**config.mk**
```make
export PLATFORM = sky130hd
export DESIGN_NAME = ctx_status_stack
export DESIGN_NICKNAME = d
export VERILOG_FILES = /design/src/rtl/ctx_stack_pkg.sv /design/src/rtl/ctx_entry_store.sv /design/src/rtl/ctx_nest_tracker.sv /design/src/rtl/ctx_mode_mask.sv /design/src/rtl/ctx_status_stack.sv
export SDC_FILE = /design/constraint.sdc
export NUM_CORES = 1
export LEC_CHECK = 0
export BUFFER_PORTS_ARGS = -buffer_cell sky130_fd_sc_hd__clkbuf_2
export CAP_MARGIN = 20
export CELL_PAD_IN_SITES_DETAIL_PLACEMENT = 1
export CELL_PAD_IN_SITES_GLOBAL_PLACEMENT = 2
export CORE_UTILIZATION = 30
export DETAILED_ROUTE_END_ITERATION = 10
export GPL_ROUTABILITY_DRIVEN = 0
export HOLD_SLACK_MARGIN = 0.12
export PLACE_DENSITY_LB_ADDON = 0.12
export RECOVER_POWER = 50
export SETUP_SLACK_MARGIN = 0.1
export SYNTH_ARGS = -nofsm -noshare
export SYNTH_HDL_FRONTEND = slang
export SYNTH_SLANG_ARGS = --single-unit
```
**constraint.sdc**
```tcl
create_clock -name clk -period 5.95 [get_ports clk]
set_clock_uncertainty 0.1 [all_clocks]
set_input_delay 1.19 -clock clk [delete_from_list [all_inputs] [get_ports clk]]
set_output_delay 1.19 -clock clk [all_outputs]
set_load 0.01 [all_outputs]
```
**src/rtl/ctx_stack_pkg.sv**
```systemverilog
// Shared widths and types for the status context stack.
// Assumes status and mode words have fixed widths across the core.
package ctx_stack_pkg;
    parameter int unsigned CTX_STAT_W = 32;
    parameter int unsigned CTX_MODE_W = 32;

    typedef struct packed {
        logic [CTX_STAT_W-1:0] stat;
        logic [CTX_MODE_W-1:0] mode;
    } ctx_entry_t;

    typedef enum logic [1:0] {
        OP_NONE = 2'd0,
        OP_PUSH = 2'd1,
        OP_POP  = 2'd2,
        OP_SWAP = 2'd3
    } stk_op_e;
endpackage

```
**src/rtl/ctx_entry_store.sv**
```systemverilog
// Entry storage with occupancy count and sticky error flags.
// Performs one resolved operation per cycle: push, pop, or swap (pop then push).
// Assumes the caller has already merged every request into a single op.
module ctx_entry_store
    import ctx_stack_pkg::*;
#(
    parameter int unsigned DEPTH = 15
) (
    input  logic       clk,
    input  logic       rst_n,
    input  stk_op_e    op,
    input  ctx_entry_t wr_entry,
    output ctx_entry_t top_entry,
    output logic       pop_ok,
    output logic       full,
    output logic       empty,
    output logic       ovf,
    output logic       unf
);
    localparam int unsigned CNT_W = $clog2(DEPTH + 1);
    localparam int unsigned IDX_W = (DEPTH > 1) ? $clog2(DEPTH) : 1;

    ctx_entry_t       mem [DEPTH];
    logic [CNT_W-1:0] cnt_q;
    logic [CNT_W-1:0] top_cnt;
    logic [IDX_W-1:0] rd_idx;
    logic [IDX_W-1:0] wr_idx;
    logic             pop_kind;

    // Decode occupancy and the read and write positions.
    always_comb begin
        empty    = (cnt_q == '0);
        full     = (cnt_q == CNT_W'(DEPTH));
        top_cnt  = empty ? '0 : cnt_q - CNT_W'(1);
        rd_idx   = top_cnt[IDX_W-1:0];
        wr_idx   = cnt_q[IDX_W-1:0];
        pop_kind = (op == OP_POP) || (op == OP_SWAP);
        pop_ok   = pop_kind && !empty;
        top_entry = empty ? '0 : mem[rd_idx];
    end

    // Update the count and the sticky exception flags.
    always_ff @(posedge clk) begin
        if (!rst_n) begin
            cnt_q <= '0;
            ovf   <= 1'b0;
            unf   <= 1'b0;
        end else begin
            case (op)
                OP_PUSH: begin
                    if (full) ovf   <= 1'b1;
                    else      cnt_q <= cnt_q + CNT_W'(1);
                end
                OP_POP: begin
                    if (empty) unf   <= 1'b1;
                    else       cnt_q <= cnt_q - CNT_W'(1);
                end
                OP_SWAP: begin
                    if (empty) begin
                        unf   <= 1'b1;
                        cnt_q <= CNT_W'(1);
                    end
                end
                default: ;
            endcase
        end
    end

    // Write entry contents; storage itself carries no reset.
    always_ff @(posedge clk) begin
        if (op == OP_PUSH && !full) begin
            mem[wr_idx] <= wr_entry;
        end else if (op == OP_SWAP) begin
            mem[rd_idx] <= wr_entry;
        end
    end
endmodule

```
**src/rtl/ctx_nest_tracker.sv**
```systemverilog
// Per-nesting-level record of whether an interrupt entry saved context.
// Bit 0 is the innermost level. Assumes nesting deeper than NEST_DEPTH
// never happens, since the oldest record is dropped when it does.
module ctx_nest_tracker #(
    parameter int unsigned NEST_DEPTH = 8
) (
    input  logic clk,
    input  logic rst_n,
    input  logic enter,
    input  logic leave,
    input  logic enter_saved,
    output logic cur_saved
);
    logic [NEST_DEPTH-1:0] flags_q;

    // Report the record of the innermost active level.
    always_comb cur_saved = flags_q[0];

    // Shift records in on entry and out on return.
    always_ff @(posedge clk) begin
        if (!rst_n) begin
            flags_q <= '0;
        end else begin
            case ({enter, leave})
                2'b10: flags_q <= {flags_q[NEST_DEPTH-2:0], enter_saved};
                2'b01: flags_q <= {1'b0, flags_q[NEST_DEPTH-1:1]};
                2'b11: flags_q[0] <= enter_saved;
                default: ;
            endcase
        end
    end
endmodule

```
**src/rtl/ctx_mode_mask.sv**
```systemverilog
// Mode-clear mask register and the masking of a mode word.
// A mask write takes effect from the following cycle.
module ctx_mode_mask
    import ctx_stack_pkg::*;
(
    input  logic                  clk,
    input  logic                  rst_n,
    input  logic                  we,
    input  logic [CTX_MODE_W-1:0] wdata,
    input  logic [CTX_MODE_W-1:0] mode_base,
    output logic [CTX_MODE_W-1:0] mode_cleared
);
    logic [CTX_MODE_W-1:0] mask_q;

    // Hold the software-written mask.
    always_ff @(posedge clk) begin
        if (!rst_n)  mask_q <= '0;
        else if (we) mask_q <= wdata;
    end

    // Clear every selected mode bit.
    always_comb mode_cleared = mode_base & ~mask_q;
endmodule

```
**src/rtl/ctx_status_stack.sv**
```systemverilog
// Status context stack top: merges save and restore requests into one op,
// qualifies interrupt returns by the nesting record, and produces the
// write-back values for the live status and mode words.
// Assumes at most one interrupt entry and one return per cycle.
module ctx_status_stack
    import ctx_stack_pkg::*;
#(
    parameter int unsigned DEPTH        = 15,
    parameter int unsigned NEST_DEPTH   = 8,
    parameter int unsigned SRC_W        = 3,
    parameter int unsigned PUSH_SRC_MAX = 3
) (
    input  logic                  clk,
    input  logic                  rst_n,
    input  logic                  push_req,
    input  logic                  pop_req,
    input  logic                  irq_entry,
    input  logic [SRC_W-1:0]      irq_src,
    input  logic                  irq_return,
    input  logic [CTX_STAT_W-1:0] status_in,
    input  logic [CTX_MODE_W-1:0] mode_in,
    input  logic                  mmask_we,
    input  logic [CTX_MODE_W-1:0] mmask_wdata,
    output logic                  stat_wr_en,
    output logic [CTX_STAT_W-1:0] stat_wr_data,
    output logic                  mode_wr_en,
    output logic [CTX_MODE_W-1:0] mode_wr_data,
    output logic                  stk_full,
    output logic                  stk_empty,
    output logic                  ovf_err,
    output logic                  unf_err
);
    logic                  src_saves;
    logic                  cur_saved;
    logic                  push_do;
    logic                  pop_do;
    stk_op_e               op;
    ctx_entry_t            wr_entry;
    ctx_entry_t            top_entry;
    logic                  pop_ok;
    logic [CTX_MODE_W-1:0] mode_base;
    logic [CTX_MODE_W-1:0] mode_cleared;

    // Merge the request strobes into one stack operation.
    always_comb begin
        src_saves = (irq_src <= SRC_W'(PUSH_SRC_MAX));
        push_do   = push_req || (irq_entry && src_saves);
        pop_do    = pop_req  || (irq_return && cur_saved);
        case ({push_do, pop_do})
            2'b10:   op = OP_PUSH;
            2'b01:   op = OP_POP;
            2'b11:   op = OP_SWAP;
            default: op = OP_NONE;
        endcase
        wr_entry.stat = status_in;
        wr_entry.mode = mode_in;
    end

    ctx_nest_tracker #(
        .NEST_DEPTH (NEST_DEPTH)
    ) i_nest (
        .clk         (clk),
        .rst_n       (rst_n),
        .enter       (irq_entry),
        .leave       (irq_return),
        .enter_saved (src_saves),
        .cur_saved   (cur_saved)
    );

    ctx_entry_store #(
        .DEPTH (DEPTH)
    ) i_store (
        .clk       (clk),
        .rst_n     (rst_n),
        .op        (op),
        .wr_entry  (wr_entry),
        .top_entry (top_entry),
        .pop_ok    (pop_ok),
        .full      (stk_full),
        .empty     (stk_empty),
        .ovf       (ovf_err),
        .unf       (unf_err)
    );

    // Restore first, then clear masked bits of the resulting mode on a save.
    always_comb mode_base = pop_ok ? top_entry.mode : mode_in;

    ctx_mode_mask i_mask (
        .clk          (clk),
        .rst_n        (rst_n),
        .we           (mmask_we),
        .wdata        (mmask_wdata),
        .mode_base    (mode_base),
        .mode_cleared (mode_cleared)
    );

    // Drive the write-back ports for the live registers.
    always_comb begin
        stat_wr_en   = pop_ok;
        stat_wr_data = top_entry.stat;
        mode_wr_en   = pop_ok || push_do;
        mode_wr_data = push_do ? mode_cleared : top_entry.mode;
    end
endmodule

```
==> out/qor.csv, run 1 <==
metric,value,unit
die area,139000,sq um
Syn. warnings,0,
Multi-input gate area,10600,sq um
DRT iter0 DRCs,1732,
LEAKAGE,15.2,nW
min-delay worst type,reg -> reg,
largest family of logic cells by synthesized area,compound AO/OA/AOI/OAI gates,
CTS Root Cell,clkbuf_16,
post-synth cell types,74,
Vias,25900,
status,"complete, but fails checks",
clock sinks,1006,
internal power,0.0131,W
Crit Path Category,reg -> out,
Switching Fraction,30.8,%
H-tree lvl count,3,
Worst Reg-to-Reg Cells,9,
Initial Util,30.3,%
fin crit share,94.1,%
CTS buffer count,113,
syn nets,2866,
f_max,179,MHz
minimum clock period,5.60,ns
Seq cells post-synth,1006,
global route overflow,0,
I/O Pins,176,
Worst Path Arrival,4.31,ns
Slew Limit Headroom,-80.9,%
Switch Pwr,0.00584,W
Synth Area in XOR/XNOR,0.0426,%
drt drc,0,
PnR Total Power,0.0190,W
clock-pin slew on the worst setup and hold paths,0.06,ns
hpwl dp,77300,um
row count,135,
Post-synth top flop,edfxtp_1,
reg-to-reg startpoint,i_store.cnt_q[1],
Worst Setup End Kind,output pin,
Hold Crit Endpoint,i_store.ovf,
Clk pwr share,36.1,%
Hold Fails Final Rpt,0,
Synth Area in Compound Gates,12.1,%
Seq. cell area,29800,sq um
RSZ-0062 raised after global routing,false,
mux cell area share after synthesis,5.65,%
Pwr per Cell Area,395,nW/um^2
post-synthesis simple-gate area fraction,7.12,%
Nets,3036,
Worst Tran Pin Value,2.71,ns
Setup crit start,i_store.cnt_q[1],
Skew-Pair Late Insertion Delay,0.78,ns
Crit path required time,4.66,ns
layout cell share with drive strength beyond 1,15.9,%
reg2reg setup slack,1.49,ns
Crit Path Max Fanout,17,
Reg power frac,42.9,%
MaxCap Viol Count,2,
Avg Synthesized Cell Area,14.9,sq um
diode count,0,
gr usage total,19.8,%
failing checks,"capacitance limit, slew limit",
largest net degree at the start of global routing,147,
number of antenna violations at the first check in global routing,12,
"antenna viol nets, final",0,
Die Ht,372,um
Port Buffer Count,173,
startpoint class of the critical path,register,
Synth Area in Adders,0.182,%
post-synthesis sequential area ratio,72.3,%
WL per Instance,28.7,um
Post-synth EDFFs,960,
CTS tree,built,
hold_sp,i_store.ovf,
WL final,138000,um
Async SR Flop Fraction,0,%
first-pass GRT wire length,197000,um
core region area,136000,sq um
Max Slew Vio Count,55,
vias in the first global route,27500,
Synth-to-Final Area Change,16.8,%
clock buffer depth,3,
via/cell ratio,5.39,
Fillers,14000,
maximum vdd drop,0.261,mV
cts-stage hold buffer count,0,
DRT Pass-1 Iters,5,
combinational group share of total power,21.0,%
Placed Cells,4584,
post-route insts no fill,4802,
Mapped Area,41100,sq um
Hold Crit Depth,2,
Mapped Cells,2754,
chip width,372,um
final setup fails,0,
reg-to-reg critical path endpoint,i_store.mem[14][32],
==> state kept, by name, indices dropped and copies added (netlist names) <==
register and flops:
i_mask.mask_q 32, i_nest.flags_q 8, i_store.cnt_q 4, i_store.mem 960, i_store.ovf 1, i_store.unf 1
==> power by group through the flow <==
stage / clock, W / sequential (W) / combinational (W)
floorplan: 0 / 0.00826 / 0.00224
global placement: 0 / 0.00827 / 0.00398
detailed placement: 0 / 0.00829 / 0.00404
CTS: 0.00704 / 0.00814 / 0.00406
global route: 0.00727 / 0.00815 / 0.00430
finish: 0.00684 / 0.00813 / 0.00399
==> final cells by class <==
class / instances / area share (%)
flip-flops and latches: 1006 / 61.9
multi-input cells: 1515 / 22.0
clock buffers: 147 / 6.34
well taps: 1781 / 4.64
repair buffers: 276 / 3.74
clock inverters: 65 / 1.25
inverters: 12 / 0.104
==> synth_stat cells, types with 50 or more instances <==
| cell type | count | area, sq um |
|---|---|---|
| edfxtp_1 | 960 | 28800 |
| nor2_1 | 229 | 860 |
| a21oi_1 | 150 | 751 |
| o21ai_0 | 150 | 751 |
| nand3_1 | 127 | 636 |
| nand2_1 | 122 | 458 |
| clkbuf_1 | 120 | 450 |
| mux2i_1 | 120 | 1200 |
| a221oi_1 | 59 | 517 |
| a211oi_1 | 58 | 435 |
| a2111oi_0 | 52 | 455 |
| buf_2 | 50 | 250 |
==> what timing repair did <==
action,in CTS,in global routing
cloned,1,0
resized for setup,2,3
setup buffers,0,5
pin swaps,1,1
endpoints found under the setup margin,4,19
==> worst max-delay path: stages (launching register included) <==
cell and delay (ns):
dfxtp_1 0.60, inv_1 0.18, ha_1 0.23, buf_4 0.22
or2_4 0.39, o21ai_4 0.63, buf_4 0.38, a21oi_1 0.11
a22o_1 0.26, a211oi_1 0.33, clkbuf_2 0.19
==> cell usage in the layout (no fill, tap or decap), types with 19 or more instances in the layout <==
cell type,synthesis,layout
buf_12,0,20
a211oi_1,58,56
nand3_1,127,127
a2111oi_0,52,52
mux2i_1,120,120
clkinv_1,1,27
nor2_4,2,22
clkbuf_2,1,105
o21ai_0,150,150
nand2_1,122,120
clkbuf_1,120,98
a22o_1,27,27
and2_1,31,30
mux4_2,38,38
clkinv_2,1,19
o221ai_1,31,31
buf_4,16,77
o211ai_1,37,37
a21oi_1,150,149
a221oi_1,59,59
a311oi_1,42,42
nor2_1,229,209
clkbuf_16,0,114
a221o_1,27,27
nor2b_1,46,46
dfxtp_1,46,44
edfxtp_1,960,960
==> per-stage QoR <==
step	hold slack [ns]	worst slack (ns)	util, %	cell area, sq um	TNS, ns
final	0.378	0.352	35.4	48000	0
after global routing	0.416	0.130	35.4	48000	0
after CTS	0.382	0.102	35.4	48100	0
after detailed placement	0.366	0.567	32.7	44400	0
after global placement	0.356	0.659	32.7	44400	0
after floorplan	0.345	-0.492	-	41100	-385.60
==> layer usage <==
metal	routed length, um	global-route usage, %	up-vias
met3	5610	3.00	232
met4	3850	5.77	10
li1	-	-	11300
met1	60700	25.7	13700
met5	63	0	-
met2	67800	33.9	607
==> logic make-up (layout without fill, tap and decap cells) <==
family | after synthesis | count (layout)
XOR/XNOR | 2 | 2
buffers and inverters | 234 | 500
AND/OR/NAND/NOR | 625 | 626
multiplexers | 178 | 178
flip-flops | 1006 | 1006
adder cells (fa/ha/maj) | 6 | 6
AO/OA/AOI/OAI | 703 | 703
==> worst max path at each step <==
stage	to	slack, ns	cells after the start
3_3_place_gp	mode_wr_data[5]	0.66	9
4_1_cts	mode_wr_data[6]	0.10	9
5_1_grt	mode_wr_data[6]	0.13	11
6_report	mode_wr_data[27]	0.35	10
3_5_place_dp	mode_wr_data[5]	0.57	9
2_1_floorplan	i_store.mem[1][0]	-0.49	18
(Power assumes the default switching activity.)
==> inputs of run 2 (changes only) <==
- CELL_PAD_IN_SITES_DETAIL_PLACEMENT: 1 -> 0
- CELL_PAD_IN_SITES_GLOBAL_PLACEMENT: 2 -> 1
- CORE_ASPECT_RATIO: unset -> 1.75
- GPL_TIMING_DRIVEN: unset -> 1
==> out/qor.csv, run 2 (same netlist as run 1, synthesis figures left out) <==
metric,value,unit,change
highest routed layer,met5,,
Switch Pwr,0.00565,W,-3.3%
Reg power frac,43.8,%,+0.9 points
largest net degree at the start of global routing,136,,-7.5%
Hold Fails Final Rpt,0,,unchanged
Synth-to-Final Area Change,16.0,%,
combinational group share of total power,21.2,%,+0.2 points
DR WL met2,70300,um,+3.8%
Port Buffer Count,173,,unchanged
Switching Fraction,30.5,%,-0.33 points
hold slack,0.385,ns,+0.00612 ns
I/O Pins,176,,unchanged
Nets,3028,,-0.26%
maximum vdd drop,0.231,mV,-12%
Post-CTS Setup Inserts,0,,unchanged
fin crit share,95.3,%,+1.2 points
DRT Pass-1 Iters,5,,unchanged
Crit path required time,4.66,ns,about the same
max FFs per register,960,,unchanged
Crit Path Max Fanout,23,,+6
WL per Instance,27.6,um,-3.8%
clock-pin slew on the worst setup and hold paths,0.07,ns,about the same
clock sinks,1006,,unchanged
gr usage total,19.2,%,-0.55 points
chip width,282,um,-24%
number of antenna violations at the first check in global routing,10,,-2
CTS tree,built,,
status,"complete, but fails checks",,
CTS Root Cell,clkbuf_16,,
TNS Setup,0,ns,unchanged
die area,139000,sq um,about the same
largest register by flop count,i_store.mem,,
LEAKAGE,15.1,nW,-1.0%
final setup fails,0,,unchanged
WL met3,5940,um,+5.8%
H-tree lvl count,3,,unchanged
startpoint class of the critical path,register,,
WL final,133000,um,-3.6%
Worst Setup End Kind,output pin,,
Clk pwr share,35.0,%,-1.1 points
MaxCap Viol Count,1,,-1
layout cell share with drive strength beyond 1,16.0,%,+0.078 points
Max Slew Vio Count,45,,-18%
"most common cell after layout, fill and taps aside",edfxtp_1,,
wl on met1,53000,um,-13%
minimum clock period,5.67,ns,+0.0729 ns
Vias,25400,,-1.9%
internal power,0.0129,W,-1.8%
"antenna viol nets, final",0,,unchanged
Pwr per Cell Area,388,nW/um^2,-1.6%
Slew Limit Headroom,-15.2,%,+66 points
vias in the first global route,26500,,-3.6%
Resize count post-CTS,0,,-2
Die Ht,492,um,+32%
PnR Total Power,0.0185,W,-2.2%
Regs by FF count,"i_store.mem x960, i_mask.mask_q x32, i_nest.flags_q x8",,
reg2reg setup slack,1.64,ns,+0.15 ns
most frequent cells in the layout,"edfxtp_1, nor2_1, o21ai_0",,
RSZ-0062 raised after global routing,false,,
drt drc,0,,unchanged
row count,179,,+33%
clock buffer depth,3,,unchanged
hpwl dp,76700,um,-0.75%
Initial Util,30.3,%,-0.032 points
min-delay worst type,reg -> reg,,
DRT iter0 DRCs,1807,,+4.3%
failing checks,"capacitance limit, slew limit",,
Final Cell Area,47700,sq um,-0.66%
via/cell ratio,5.27,,-2.2%
Skew-Pair Late Insertion Delay,0.72,ns,-0.06 ns
global route overflow,0,,unchanged
Crit Path Category,reg -> out,,
CTS buffer count,100,,-12%
core region area,136000,sq um,+0.10%
cts-stage hold buffer count,0,,unchanged
"Cell Area, Placed",44500,sq um,about the same
first-pass GRT wire length,191000,um,-3.3%
Worst Path Arrival,4.38,ns,+0.07 ns
f_max,176,MHz,-1.3%
Worst Tran Pin Value,1.73,ns,-0.985 ns
==> run 2: cell count changes in the layout (fill, tap and decap cells not counted), sizes merged <==
cell / delta
buf: +9
bufinv: +5
clkbuf: -29
clkinv: -15
clkinvlp: +5
diode: +4
inv: +5
nand2b: -1
==> run 2: per-stage QoR <==
step	util [%]	worst slack (ns)	instances
finish	35.1	0.280	4814
global route	35.1	0.0818	4812
global placement	32.7	0.935	4622
detailed placement	32.7	0.930	4622
floorplan	-	-0.492	2754
CTS	35.1	0.117	4808
==> run 2: power by group through the flow <==
stage | registers, W | clock network (W) | logic [W]
final | 0.00812 | 0.00649 | 0.00393
after floorplan | 0.00826 | 0 | 0.00224
after CTS | 0.00811 | 0.00669 | 0.00403
after global routing | 0.00813 | 0.00691 | 0.00426
after detailed placement | 0.00827 | 0 | 0.00402
after global placement | 0.00825 | 0 | 0.00399
==> run 2: layout make-up <==
class,count,area (sq um)
fill,13200,88200
sequential,1006,29800
multi-input combinational,1514,10500
clock buffer,121,2640
tap,1810,2260
timing repair buffer,282,1800
clock inverter,65,687
inverter,12,50.0
antenna,4,10.0
==> run 2: metal layers <==
layer / vias to the layer above / track usage [%]
met2: 691 / 34.8
li1: 11300 / -
met1: 13200 / 22.9
met4: 10 / 6.78
met5: - / 0
met3: 169 / 2.65
==> run 2: path summary, 6_finish.rpt <==
path / endpoint / cells past startpoint / start
worst min-delay path: i_store.unf / 2 / i_store.unf
worst min register to register: i_store.unf / 2 / i_store.unf
worst max-delay path: mode_wr_data[11] / 10 / i_store.cnt_q[1]
worst max register to register: i_store.mem[7][23] / 9 / i_store.cnt_q[1]
==> run 2: critical path: stages, from the launching register on <==
cell       delay, ns
dfxtp_1         0.43
inv_1           0.18
ha_2            0.25
or3b_4          0.44
inv_4           0.37
buf_4           0.33
o21ai_0         0.11
a311oi_1        0.66
a2111oi_0       0.17
a211oi_1        0.48
clkbuf_2        0.22
==> inputs of run 3 (changes only) <==
--- a/config.mk
+++ b/config.mk
@@ -18,4 +18,5 @@
 export PLACE_DENSITY_LB_ADDON = 0.12
 export RECOVER_POWER = 50
+export REMOVE_ABC_BUFFERS = 1
 export SETUP_SLACK_MARGIN = 0.1
 export SYNTH_ARGS = -nofsm -noshare
--- a/constraint.sdc
+++ b/constraint.sdc
@@ -3,3 +3,3 @@
 set_input_delay 1.19 -clock clk [delete_from_list [all_inputs] [get_ports clk]]
 set_output_delay 1.19 -clock clk [all_outputs]
-set_load 0.01 [all_outputs]
+set_load 0.005 [all_outputs]
==> out/qor.csv, run 3 (same netlist as run 1, synthesis figures left out) <==
metric,value,unit,change
Top delay family on crit path,compound AO/OA/AOI/OAI gates,,
MaxCap Viol Count,3,,+2
global route overflow,0,,unchanged
Crit Path Category,reg -> out,,
row count,179,,unchanged
core region area,136000,sq um,unchanged
Worst Tran Pin Value,3.20,ns,+1.47 ns
Nets,3022,,-0.20%
worst path bufs/invs,4,,unchanged
hpwl dp,76900,um,+0.26%
clock-pin slew on the worst setup and hold paths,0.06,ns,about the same
slowest CP cell,a2111oi_0,,
RSZ-0062 raised after global routing,true,,
failing checks,"capacitance limit, slew limit",,
cts-stage hold buffer count,0,,unchanged
minimum clock period,5.71,ns,+0.0436 ns
vias in the first global route,26400,,-0.27%
Crit Path Max Fanout,55,,+140%
CTS Root Cell,clkbuf_16,,
number of antenna violations at the first check in global routing,7,,-3
max FFs per register,960,,unchanged
Hold Fails Final Rpt,0,,unchanged
Fillers,13100,,-0.29%
Port Buffer Count,173,,unchanged
chip width,282,um,unchanged
crit-path max cell delay,0.95,ns,+0.29 ns
via/cell ratio,5.30,,+0.49%
CTS tree,built,,
DR WL met2,72000,um,+2.5%
WL per Instance,28.4,um,+2.6%
largest register by flop count,i_store.mem,,
largest net degree at the start of global routing,183,,+35%
"most common cell after layout, fill and taps aside",edfxtp_1,,
first-pass GRT wire length,196000,um,+2.6%
"antenna viol nets, final",0,,unchanged
highest routed layer,met5,,
most frequent cells in the layout,"edfxtp_1, nor2_1, o21ai_0",,
TNS Setup,0,ns,unchanged
Initial Util,30.3,%,unchanged
Worst Setup End Kind,output pin,,
Vias,25500,,+0.45%
Slew Limit Headroom,-113,%,-98 points
startpoint class of the critical path,register,,
layout cell share with drive strength beyond 1,15.5,%,-0.49 points
I/O Pins,176,,unchanged
status,"complete, but fails checks",,
drt drc,0,,unchanged
gr usage total,19.7,%,+0.51 points
clock buffer depth,3,,unchanged
Regs by FF count,"i_store.mem x960, i_mask.mask_q x32, i_nest.flags_q x8",,
PnR Total Power,0.0184,W,-0.96%
reg2reg setup slack,1.09,ns,-0.55 ns
WL met3,5820,um,-1.9%
Worst Path Arrival,4.42,ns,+0.04 ns
final setup fails,0,,unchanged
Max Slew Vio Count,83,,+84%
worst-path cell chain,inv_1 > ha_2 > or3b_4 > inv_4 > nor2_2 > nor2_4 > buf_12 > a2111oi_0 > a211oi_1 > clkbuf_2,,
min-delay worst type,reg -> reg,,
clock sinks,1006,,unchanged
H-tree lvl count,3,,unchanged
DRT Pass-1 Iters,5,,unchanged
f_max,175,MHz,-0.76%
WL final,136000,um,+2.6%
Skew-Pair Late Insertion Delay,0.71,ns,about the same
CTS buffer count,101,,+1.0%
DP Worst Slack,0.663,ns,-0.267 ns
DRT iter0 DRCs,1879,,+4.0%
Die Ht,492,um,unchanged
wl on met1,54900,um,+3.6%
die area,139000,sq um,unchanged
Crit path required time,4.66,ns,about the same
maximum vdd drop,0.278,mV,+21%
fin crit share,96.0,%,+0.73 points
LEAKAGE,15.0,nW,-0.32%
final worst slack,0.236,ns,-0.0436 ns
Synth-to-Final Area Change,15.7,%,
Pwr per Cell Area,386,nW/um^2,-0.73%
run 3: final cells by class:
| type | count | area [sq um] | share of cell area [%] |
|---|---|---|---|
| Clock buffer | 137 | 2790 | 5.87 |
| Antenna cell | 4 | 10.0 | 0.0210 |
| Tap cell | 1810 | 2260 | 4.76 |
| Timing Repair Buffer | 275 | 1760 | 3.69 |
| Sequential cell | 1006 | 29800 | 62.5 |
| Inverter | 12 | 50.0 | 0.105 |
| Multi-Input combinational cell | 1514 | 10500 | 22.1 |
| Clock inverter | 54 | 443 | 0.930 |
run 3: power by group:
group / total (W) / internal [W] / leakage [nW] / switching, W
Clock: 0.00633 / 0.00352 / 1.59 / 0.00281
Combinational: 0.00391 / 0.00119 / 4.38 / 0.00273
Sequential: 0.00811 / 0.00804 / 9.06 / 0.0000728
Total: 0.0184 / 0.0127 / 15.0 / 0.00561
run 3: worst paths after layout:
path	from	endpoint	cells after the start
setup / recovery	i_store.cnt_q[1]	mode_wr_data[14]	10
setup reg to reg	i_store.cnt_q[0]	i_store.mem[14][1]	8
hold reg to reg	i_store.unf	i_store.unf	2
hold / removal	i_store.unf	i_store.unf	2
run 3: repair_timing:
action	in CTS	in global routing
buffers inserted	1	0
endpoints found under the setup margin	14	6
resized for setup	1	1
pin swaps	0	0
run 3: worst reg2reg max path, stage by stage (launching register included):
cell and delay [ns]:
dfxtp_4 0.63, ha_4 0.49, or2_4 0.43, buf_12 0.42, nand3_1 0.24, a21oi_1 0.26
nand2_1 0.25, nor2_4 0.14, clkbuf_1 1.46
run 3: layer usage:
metal	vias to the layer above	global-route usage, %
li1	11300	-
met1	13400	24.0
met2	661	35.6
met3	167	2.64
met4	4	6.25
met5	-	0
run 3: metrics by stage:
step	hold WS (ns)	cells	utilization (%)	instance area, sq um
6_report	0.374	4812	35.0	47600
5_1_grt	0.402	4811	35.0	47600
4_1_cts	0.381	4808	35.1	47700
3_5_place_dp	0.363	4616	32.7	44400
3_3_place_gp	0.349	4614	32.7	44400
2_1_floorplan	0.346	2532	-	40100
